File: src/rtl/crash_enc_pkg.sv
// Package: shared constants and cause encoding for the crash code encoder.
// Assumes codes fit in CODE_W_DEF bits (largest code is 255).
package crash_enc_pkg;
    localparam int TASK_W_DEF = 4;
    localparam int CODE_W_DEF = 10;
    localparam int GROUP_W    = 4;

    // Cause indices, lowest index is highest priority.
    localparam int C_GROUP  = 0;
    localparam int C_DUAL   = 1;
    localparam int C_DBL    = 2;
    localparam int C_INITPF = 3;
    localparam int C_NOREC  = 4;
    localparam int C_HWPAR  = 5;
    localparam int C_OOB    = 6;
    localparam int C_PGLD   = 7;
    localparam int C_BRK    = 8;
    localparam int NUM_CAUSE = 9;

    typedef enum logic [1:0] {
        ADD_NONE  = 2'd0,
        ADD_GROUP = 2'd1,
        ADD_PIPE  = 2'd2,
        ADD_CUR   = 2'd3
    } add_kind_e;

    // Base value of each cause band.
    function automatic int cause_base(input int idx);
        case (idx)
            C_GROUP:  return 120;
            C_DUAL:   return 117;
            C_DBL:    return 200;
            C_INITPF: return 220;
            C_NOREC:  return 136;
            C_HWPAR:  return 160;
            C_OOB:    return 140;
            C_PGLD:   return 180;
            default:  return 240;
        endcase
    endfunction

    // What gets added to the base for each cause.
    function automatic add_kind_e cause_add(input int idx);
        case (idx)
            C_GROUP:           return ADD_GROUP;
            C_DUAL, C_NOREC:   return ADD_NONE;
            C_DBL, C_INITPF:   return ADD_PIPE;
            default:           return ADD_CUR;
        endcase
    endfunction
endpackage

File: src/rtl/crash_cause_arbiter.sv
// Fixed-priority arbiter: grants the lowest-index active request.
// Assumes index 0 is the highest priority; output is one-hot or zero.
module crash_cause_arbiter #(
    parameter int N = 9
) (
    input  logic         clk,
    input  logic         rst_n,
    input  logic [N-1:0] req,
    output logic [N-1:0] grant,
    output logic         any_req
);
    logic [N:0] blocked;

    assign blocked[0] = 1'b0;

    // Priority chain: each stage passes on whether a higher request exists.
    for (genvar g = 0; g < N; g++) begin : g_chain
        assign grant[g]     = req[g] & ~blocked[g];
        assign blocked[g+1] = blocked[g] | req[g];
    end

    assign any_req = blocked[N];

    // one cause granted exactly when some cause is requested
    p_single_grant_r3: assert property (@(posedge clk) disable iff (!rst_n)
        (|req) |-> ($countones(grant) == 1));

    // a grant only goes to an active request
    p_grant_has_req_r3: assert property (@(posedge clk) disable iff (!rst_n)
        ((grant & ~req) == '0));
endmodule

File: src/rtl/crash_code_calc.sv
// Code arithmetic: base of the granted cause plus its offset.
// Assumes grant is one-hot or zero; zero grant yields code 0.
module crash_code_calc
    import crash_enc_pkg::*;
#(
    parameter int N      = NUM_CAUSE,
    parameter int TASK_W = TASK_W_DEF,
    parameter int CODE_W = CODE_W_DEF
) (
    input  logic               clk,
    input  logic               rst_n,
    input  logic [N-1:0]       grant,
    input  logic [GROUP_W-1:0] group_flags,
    input  logic [TASK_W-1:0]  cur_task,
    input  logic [TASK_W-1:0]  pipe_task,
    output logic [CODE_W-1:0]  code
);
    // Group flags are binary-weighted, so the vector itself is the sum.
    logic [CODE_W-1:0] group_sum;
    assign group_sum = CODE_W'(group_flags);

    // Combine base and offset of the granted cause.
    always_comb begin
        code = '0;
        for (int k = 0; k < N; k++) begin
            if (grant[k]) begin
                case (cause_add(k))
                    ADD_GROUP: code = CODE_W'(cause_base(k)) + group_sum;
                    ADD_PIPE:  code = CODE_W'(cause_base(k)) + CODE_W'(pipe_task);
                    ADD_CUR:   code = CODE_W'(cause_base(k)) + CODE_W'(cur_task);
                    default:   code = CODE_W'(cause_base(k));
                endcase
            end
        end
    end

    // a group grant stays within its 120..135 band
    p_group_band_r2: assert property (@(posedge clk) disable iff (!rst_n)
        grant[C_GROUP] |-> (code >= CODE_W'(120) && code <= CODE_W'(135)));
endmodule

File: src/rtl/crash_code_hold.sv
// Capture register: latches the first code and holds it until clear.
// Assumes clr and rst_n are synchronous; clr wins over a new error.
module crash_code_hold #(
    parameter int CODE_W = 10
) (
    input  logic              clk,
    input  logic              rst_n,
    input  logic              clr,
    input  logic              any_err,
    input  logic [CODE_W-1:0] code_in,
    output logic [CODE_W-1:0] code_q,
    output logic              valid_q
);
    // Capture on first error, hold otherwise, zero on reset or clear.
    always_ff @(posedge clk) begin
        if (!rst_n || clr) begin
            code_q  <= '0;
            valid_q <= 1'b0;
        end else if (!valid_q && any_err) begin
            code_q  <= code_in;
            valid_q <= 1'b1;
        end
    end

    // first error is captured at the next edge
    p_capture_r12: assert property (@(posedge clk) disable iff (!rst_n)
        (!valid_q && any_err && !clr) |=> valid_q);

    // no error keeps the strobe low
    p_idle_r12: assert property (@(posedge clk) disable iff (!rst_n)
        (!valid_q && !any_err) |=> !valid_q);

    // held code is stable until a clear
    p_hold_r13: assert property (@(posedge clk) disable iff (!rst_n)
        (valid_q && !clr) |=> (valid_q && $stable(code_q)));

    // clear empties the register
    p_clear_r14: assert property (@(posedge clk) disable iff (!rst_n)
        clr |=> (!valid_q && code_q == '0));
endmodule

File: src/rtl/panel_crash_encoder.sv
// Top: maps fault flags to causes, picks the highest-priority one,
// computes the panel code and holds the first code seen.
// Assumes all inputs are synchronous to clk.
module panel_crash_encoder
    import crash_enc_pkg::*;
#(
    parameter int TASK_W = TASK_W_DEF,
    parameter int CODE_W = CODE_W_DEF
) (
    input  logic              clk,
    input  logic              rst_n,
    input  logic              clr,
    input  logic              mc_err,
    input  logic              rf_par_err,
    input  logic              cs_par_err,
    input  logic              stk_err,
    input  logic              dbl_bit_twice,
    input  logic              dbl_bit_err,
    input  logic              init_pg_fault,
    input  logic              no_pipe_rec,
    input  logic              hw_par_fault,
    input  logic              map_oob_err,
    input  logic              pgload_fault,
    input  logic              brk_req,
    input  logic [TASK_W-1:0] cur_task,
    input  logic [TASK_W-1:0] pipe_task,
    output logic [CODE_W-1:0] code,
    output logic              code_valid
);
    localparam int N = NUM_CAUSE;

    logic [GROUP_W-1:0] group_flags;
    logic [N-1:0]       req;
    logic [N-1:0]       grant;
    logic               any_req;
    logic [CODE_W-1:0]  code_next;

    assign group_flags = {stk_err, cs_par_err, rf_par_err, mc_err};

    // Build the request vector in priority order.
    always_comb begin
        req           = '0;
        req[C_GROUP]  = |group_flags;
        req[C_DUAL]   = dbl_bit_twice;
        req[C_DBL]    = dbl_bit_err;
        req[C_INITPF] = init_pg_fault;
        req[C_NOREC]  = no_pipe_rec;
        req[C_HWPAR]  = hw_par_fault;
        req[C_OOB]    = map_oob_err;
        req[C_PGLD]   = pgload_fault;
        req[C_BRK]    = brk_req;
    end

    crash_cause_arbiter #(.N(N)) u_arb (
        .clk     (clk),
        .rst_n   (rst_n),
        .req     (req),
        .grant   (grant),
        .any_req (any_req)
    );

    crash_code_calc #(.N(N), .TASK_W(TASK_W), .CODE_W(CODE_W)) u_calc (
        .clk         (clk),
        .rst_n       (rst_n),
        .grant       (grant),
        .group_flags (group_flags),
        .cur_task    (cur_task),
        .pipe_task   (pipe_task),
        .code        (code_next)
    );

    crash_code_hold #(.CODE_W(CODE_W)) u_hold (
        .clk     (clk),
        .rst_n   (rst_n),
        .clr     (clr),
        .any_err (any_req),
        .code_in (code_next),
        .code_q  (code),
        .valid_q (code_valid)
    );

    // strobe low in the cycle after reset
    p_reset_r1: assert property (@(posedge clk)
        !rst_n |=> (!code_valid && code == '0));

    // any held code lies in the defined span
    p_code_span_r12: assert property (@(posedge clk) disable iff (!rst_n)
        code_valid |-> (code >= CODE_W'(117) && code <= CODE_W'(255)));
endmodule

File: config.mk
export PLATFORM = sky130hd
export DESIGN_NAME = panel_crash_encoder
export DESIGN_NICKNAME = d
export VERILOG_FILES = /design/src/rtl/crash_enc_pkg.sv /design/src/rtl/crash_cause_arbiter.sv /design/src/rtl/crash_code_calc.sv /design/src/rtl/crash_code_hold.sv /design/src/rtl/panel_crash_encoder.sv
export SDC_FILE = /design/constraint.sdc
export NUM_CORES = 1
export LEC_CHECK = 0
export BUFFER_PORTS_ARGS = -buffer_cell sky130_fd_sc_hd__buf_2
export CAP_MARGIN = 10
export CORE_UTILIZATION = 50
export DETAILED_ROUTE_END_ITERATION = 6
export PLACE_DENSITY = 0.83
export SLEW_MARGIN = 25
export SYNTH_ARGS = -nofsm -noshare
export SYNTH_HDL_FRONTEND = slang
export SYNTH_SLANG_ARGS = --single-unit
File: constraint.sdc
create_clock -name clk -period 2.71 [get_ports clk]
set_input_delay 0.4065 -clock clk [delete_from_list [all_inputs] [get_ports clk]]
set_output_delay 0.4065 -clock clk [all_outputs]
set_load 0.02 [all_outputs]
==> impl_metrics.env, run 1 <==
export IMPL_worst_slack_ns=0.996
export IMPL_die_w_um=42.7
export IMPL_drive_gt1_share_pct=31.1
export IMPL_min_period_ns=1.71
export IMPL_synthTopCellsByArea="dfxtp_1 22%, o21ai_0 5.4%, buf_4 5.4%"
export IMPL_vdd_drop_max_mv=0.300
export IMPL_status="completed"
export IMPL_row_count=14
export IMPL_clock_latency_ns=0.26
export IMPL_max_slew_worst_pin_slew_ns=0.809
export IMPL_syn_area_um2=827
export IMPL_finalHoldViolCount=0
export IMPL_fin_setup_tns_ns=0
export IMPL_crit_chain="buf_2, nor4_4, and2_0, a41o_2, o32ai_1"
export IMPL_start_util_pct=54.3
export IMPL_met2_length_um=1000
export IMPL_grt_overflow=0
export IMPL_dp_hpwl_um=1590
export IMPL_grt_max_degree=14
export IMPL_cts_sinks=9
export IMPL_synth_cell_types=43
export IMPL_io_buffers=31
export IMPL_numCtsBuffers=3
export IMPL_synth_seq_cells=9
export IMPL_seqPwrFrac_pct=40.8
export IMPL_max_freq_mhz=583
export IMPL_postCtsSetupRepairBufs=0
export IMPL_ant_nets=0
export IMPL_critPathArrivalTime_ns=1.82
export IMPL_n_antenna_cell=0
export IMPL_period_share_pct=63.2
export IMPL_globalplace_congestion=0.942
export IMPL_ys_top_cells_by_count="9 x dfxtp_1, 9 x o21ai_0, 8 x inv_1, 8 x nor2_1, 7 x a21oi_1"
export IMPL_avgViaCountPerCell=6.07
export IMPL_vias=917
export IMPL_ys_seq_area_share_pct=21.8
export IMPL_clockBufferDepth=2
export IMPL_power_total_mw=0.351
export IMPL_synthArstFlopShare_pct=0
export IMPL_gr_usage_all_layers_pct=23.2
export IMPL_synth_edf_count=0
export IMPL_rsz0062_at_grt="false"
export IMPL_drtIter0Drc=29
export IMPL_clock_power_share_pct=29.6
export IMPL_drc=0
export IMPL_intPower_mw=0.237
export IMPL_p_comb_share_pct=29.6
export IMPL_start_kind="input pin"
export IMPL_ys_dominant_reg_cell="dfxtp_1"
export IMPL_dp_slack_ns=0.738
export IMPL_crit_slowest_cell="nor4_4"
export IMPL_drt_pass1_iter_count=4
export IMPL_die_y_um=42.7
export IMPL_setup_viol=0
export IMPL_cp_required_ns=2.81
export IMPL_tritoncts="done"
export IMPL_worst_path_buf_inv=1
export IMPL_final_cells=151
export IMPL_wirelength_um=2070
export IMPL_grt_pass1_vias=796
export IMPL_crit_path_max_incr_delay_ns=0.52
export IMPL_nNetsFinal=162
export IMPL_wl_met1_um=888
export IMPL_netlist_instances=107
export IMPL_crit_family="simple AND/OR/NAND/NOR gates"
export IMPL_yosys_warnings=0
export IMPL_p_leak_nw=0.432
export IMPL_drv_cap=0
export IMPL_fin_util_pct=63.8
export IMPL_worstSetupEndpointType="flop"
export IMPL_p_sw_mw=0.114
export IMPL_wl_met3_um=180
export IMPL_path_class="in2reg"
export IMPL_holdBufCountCts=0
export IMPL_final_max_slew_viol_count=0
export IMPL_antenna_found_initial=0
export IMPL_die_area_mm2=0.00182
export IMPL_clockRootBuffer="clkbuf_4"
export IMPL_placed_area_um2=946
export IMPL_hold_class="in2reg"
export IMPL_slew_headroom_pct=45.8
export IMPL_avgSynthCellArea_um2=7.73
export IMPL_postLayoutCellArea_um2=972
export IMPL_dp_cells=147
export IMPL_yosys_area_top_type="dfxtp_1"
export IMPL_fp_coreArea_mm2=0.00152
export IMPL_synth_top_area_share_pct=21.8
export IMPL_top_layer="met3"
export IMPL_switching_share_pct=32.6
export IMPL_htreeDepth=1
export IMPL_wl_per_cell_um=13.7
export IMPL_num_io_pins=34
export IMPL_post_cts_resized=0
export IMPL_cp_max_fo=10
export IMPL_syn_to_final_growth_pct=17.5
export IMPL_path_clk_slew_ns=0.06
export IMPL_power_density_mw_per_mm2=361
export IMPL_clock_skew_ns=0.00451
export IMPL_fin_hold_ws_ns=0.472
export IMPL_grt_pass1_wl_um=3290
## path summary, 6_finish.rpt
path | startpoint | to | slack [ns] | cells after the start
max | dbl_bit_twice | u_hold.code_q[6] | 1.0 | 5
min | cur_task[0] | u_hold.code_q[0] | 0.47 | 3
max reg2reg | u_hold.valid_q | u_hold.code_q[2] | 1.31 | 3
min reg2reg | u_hold.code_q[6] | u_hold.code_q[6] | 0.48 | 2
## final cells by class
type / instances / area, um^2
flip-flops and latches: 9 / 180
repair buffers: 31 / 155
multi-input cells: 83 / 561
fillers: 140 / 552
well taps: 16 / 20.0
clock buffers: 4 / 26.3
inverters: 8 / 30.0
## routing by layer
layer	track usage (%)	up-vias
li1	-	463
met3	7.66	0
met4	6.25	0
met1	29.8	410
met5	0	-
met2	37.0	44
## sequential cells by signal, indices dropped and copies added, names as in the netlist
| signal | flops |
|---|---|
| u_hold.valid_q | 1 |
| u_hold.code_q | 8 |
## power groups by stage
stage	sequential, mW	clock, mW	combinational (mW)
2_1_floorplan	0.154	0	0.0583
3_3_place_gp	0.146	0	0.100
3_5_place_dp	0.146	0	0.102
4_1_cts	0.143	0.109	0.103
5_1_grt	0.144	0.116	0.114
6_report	0.143	0.104	0.104
## kinds of logic after synthesis
group           count (synthesis)  share of synthesized area, %
compound gates                 40                          34.2
fa+ha+maj                       3                          4.54
buf+inv                        16                          10.9
flops                           9                          21.8
other cells                     1                         0.453
simple gates                   38                          28.1
## tightest hold or removal path, cell delays in order
cell	delay, ns
buf_2	0.08
a311oi_1	0.08
a21oi_1	0.13
## cells in the final DEF (no fill, tap or decap), types with 4 or more instances in the layout
master / synthesis / routed
buf_2: 0 / 31
o21ai_0: 9 / 9
dfxtp_1: 9 / 9
inv_1: 8 / 8
nor2_1: 8 / 8
a21oi_1: 7 / 7
nor3_1: 6 / 6
nand2_1: 5 / 5
a31oi_1: 4 / 4
nor4_1: 4 / 4
Note: power is estimated with default switching activity, not from simulation.
==> inputs of run 2 (changes only) <==
--- a/config.mk
+++ b/config.mk
@@ -5,11 +5,12 @@
 export SDC_FILE = /design/constraint.sdc
 export NUM_CORES = 1
 export LEC_CHECK = 0
+export ABC_AREA = 1
 export BUFFER_PORTS_ARGS = -buffer_cell sky130_fd_sc_hd__buf_2
 export CAP_MARGIN = 10
-export CORE_UTILIZATION = 50
+export CORE_UTILIZATION = 47
 export DETAILED_ROUTE_END_ITERATION = 6
-export PLACE_DENSITY = 0.83
+export PLACE_DENSITY = 0.79
 export SLEW_MARGIN = 25
 export SYNTH_ARGS = -nofsm -noshare
 export SYNTH_HDL_FRONTEND = slang
==> constraint.sdc (replaced) <==
create_clock -name clk -period 1.6 [get_ports clk]
set_input_delay 0.24 -clock clk [delete_from_list [all_inputs] [get_ports clk]]
set_output_delay 0.24 -clock clk [all_outputs]
set_load 0.02 [all_outputs]
==> impl_metrics.env, run 2 <==
export IMPL_status="finished with violations"
export IMPL_failed_checks="DRC"
export IMPL_syn_area_um2=818
export IMPL_grt_overflow=0
export IMPL_fin_setup_tns_ns=0
export IMPL_ant_nets=0
export IMPL_cp_max_fo=8
export IMPL_final_cell_mix="31 x buf_2, 27 x inv_1, 18 x nor2_1, 14 x nand2_1"
export IMPL_row_count=14
export IMPL_nNetsFinal=194
export IMPL_die_y_um=43.7
export IMPL_yosys_area_top_type="dfxtp_1"
export IMPL_hold_path_cell_count=3
export IMPL_hold_end="u_hold.code_q[1]"
export IMPL_ys_dominant_reg_cell="dfxtp_1"
export IMPL_ys_top_cells_by_count="27 x inv_1, 18 x nor2_1, 14 x nand2_1, 9 x dfxtp_1, 9 x nand3_1"
export IMPL_die_area_mm2=0.00191
export IMPL_wirelength_um=1980
export IMPL_holdCritStartpoint="pipe_task[1]"
export IMPL_clockBufferDepth=2
export IMPL_reg2reg_depth=4
export IMPL_p_leak_nw=0.610
export IMPL_crit_family="simple AND/OR/NAND/NOR gates"
export IMPL_cts_sinks=9
export IMPL_r2r_start="u_hold.valid_q"
export IMPL_top_regs="u_hold.code_q x8, u_hold.valid_q x1"
export IMPL_final_common_cell="buf_2"
export IMPL_ys_seq_area_share_pct=22.0
export IMPL_avgSynthCellArea_um2=6.44
export IMPL_antenna_found_initial=0
export IMPL_path_class="in2reg"
export IMPL_io_buffers=31
export IMPL_finalHoldViolCount=0
export IMPL_htreeDepth=1
export IMPL_crit_slowest_cell="nor2_8"
export IMPL_fin_hold_ws_ns=0.255
export IMPL_power_density_mw_per_mm2=554
export IMPL_numCtsBuffers=3
export IMPL_synth_most_common_cell="inv_1"
export IMPL_drc=3
export IMPL_num_io_pins=34
export IMPL_max_flop_register="u_hold.code_q"
export IMPL_fin_util_pct=67.6
export IMPL_grt_pass1_wl_um=3290
export IMPL_max_freq_mhz=728
export IMPL_crit_chain="buf_2, nor2_2, nand2_2, nor2_4, nand4_4, nor2_8, nand4_4, nand2_4, inv_4, nor2_2, nor2_1, nand2_1, inv_1"
export IMPL_drtIter0Drc=16
export IMPL_final_max_slew_viol_count=0
export IMPL_period_share_pct=85.9
export IMPL_start_kind="input pin"
export IMPL_synthTopCellsByArea="dfxtp_1 22%, inv_1 12%, nor2_1 8.3%"
export IMPL_wl_met1_um=880
export IMPL_setup_viol=0
export IMPL_syn_to_final_growth_pct=28.7
export IMPL_fp_coreArea_mm2=0.00156
export IMPL_critPathArrivalTime_ns=1.54
export IMPL_hold_class="in2reg"
export IMPL_top_layer="met4"
export IMPL_cp_startpoint="stk_err"
export IMPL_r2r_end="u_hold.code_q[4]"
export IMPL_synth_top_area_share_pct=22.0
export IMPL_grt_max_degree=9
export IMPL_clock_latency_ns=0.27
export IMPL_netlist_instances=127
export IMPL_synth_edf_count=0
export IMPL_clockRootBuffer="clkbuf_4"
export IMPL_wl_met3_um=126
export IMPL_start_util_pct=52.5
export IMPL_path_clk_slew_ns=0.06
export IMPL_crit_path_max_incr_delay_ns=0.18
export IMPL_r2r_slack_ns=0.61
export IMPL_drive_gt1_share_pct=30.5
export IMPL_vdd_drop_max_mv=0.580
export IMPL_largest_reg_flops=8
export IMPL_worst_path_buf_inv=3
export IMPL_min_period_ns=1.37
export IMPL_grt_pass1_vias=833
export IMPL_gr_usage_all_layers_pct=22.9
export IMPL_avgViaCountPerCell=5.22
export IMPL_yosys_warnings=0
export IMPL_drv_cap=0
export IMPL_synthArstFlopShare_pct=0
export IMPL_rsz0062_at_grt="false"
export IMPL_globalplace_congestion=0.807
export IMPL_dp_hpwl_um=1640
export IMPL_holdBufCountCts=0
export IMPL_vias=955
export IMPL_synth_cell_types=25
export IMPL_cp_required_ns=1.76
export IMPL_worstSetupEndpointType="flop"
export IMPL_die_w_um=43.7
export IMPL_wl_per_cell_um=10.8
export IMPL_post_cts_resized=0
export IMPL_clock_skew_ns=0.00342
export IMPL_met2_length_um=963
export IMPL_drt_pass1_iter_count=6
export IMPL_tritoncts="done"
export IMPL_postCtsSetupRepairBufs=0
export IMPL_n_antenna_cell=0
export IMPL_synth_seq_cells=9
[run 2: changes by cell type in the layout (fill, tap and decap cells not counted), sizes merged, moves of 4 or more]
cell / delta
inv: +20
nor2: +15
nand2: +11
nand3: +9
nand4: +8
buf: +6
nor4: -6
o21ai: +4
[run 2: cells by family after synthesis]
logic type | share of synthesized area (%)
AO/OA/AOI/OAI | 15.1
multiplexers | 1.22
adder cells (fa/ha/maj) | 4.59
buffers and inverters | 15.0
AND/OR/NAND/NOR | 41.6
flip-flops | 22.0
other | 0.458
[run 2: layout make-up]
| cell class | instances | area [um^2] |
|---|---|---|
| Multi-Input combinational cell | 89 | 519 |
| Timing Repair Buffer | 37 | 200 |
| Inverter | 28 | 108 |
| Tap cell | 16 | 20.0 |
| Fill cell | 157 | 505 |
| Clock buffer | 4 | 26.3 |
| Sequential cell | 9 | 180 |
[run 2: worst max-delay path by stage]
stage	depth (start not counted)	slack [ns]	endpoint
2_1_floorplan	12	0.16	u_hold.code_q[2]
3_3_place_gp	13	-0.002	u_hold.code_q[2]
3_5_place_dp	13	-0.05	u_hold.code_q[2]
4_1_cts	13	0.23	u_hold.code_q[2]
5_1_grt	13	0.1	u_hold.code_q[3]
6_report	13	0.23	u_hold.code_q[2]
[run 2: through the flow]
stage / power, mW / instances / worst slack (ns) / area (um^2)
after floorplan: 0.342 / 128 / 0.164 / 822
final: 0.584 / 183 / 0.226 / 1050
after CTS: 0.590 / 183 / 0.230 / 1050
after global routing: 0.618 / 183 / 0.0963 / 1050
after detailed placement: 0.409 / 179 / -0.0522 / 1030
after global placement: 0.405 / 179 / -0.00229 / 1030
[run 2: worst register-to-register path, delay by kind of cell, from the launching register on]
family | cells | cell delay (ns)
simple gates | 2 | 0.17
compound gates | 2 | 0.39
flops | 1 | 0.33
[run 2: layer usage]
layer	GRT usage [%]	vias up
li1	-	493
met5	0	-
met3	8.75	2
met1	27.4	435
met4	3.75	0
met2	39.4	25
[run 2: power by group]
group | switching, mW | internal (mW)
sequential | 0.00648 | 0.236
clock | 0.0824 | 0.0963
combinational | 0.103 | 0.0598
total | 0.192 | 0.392
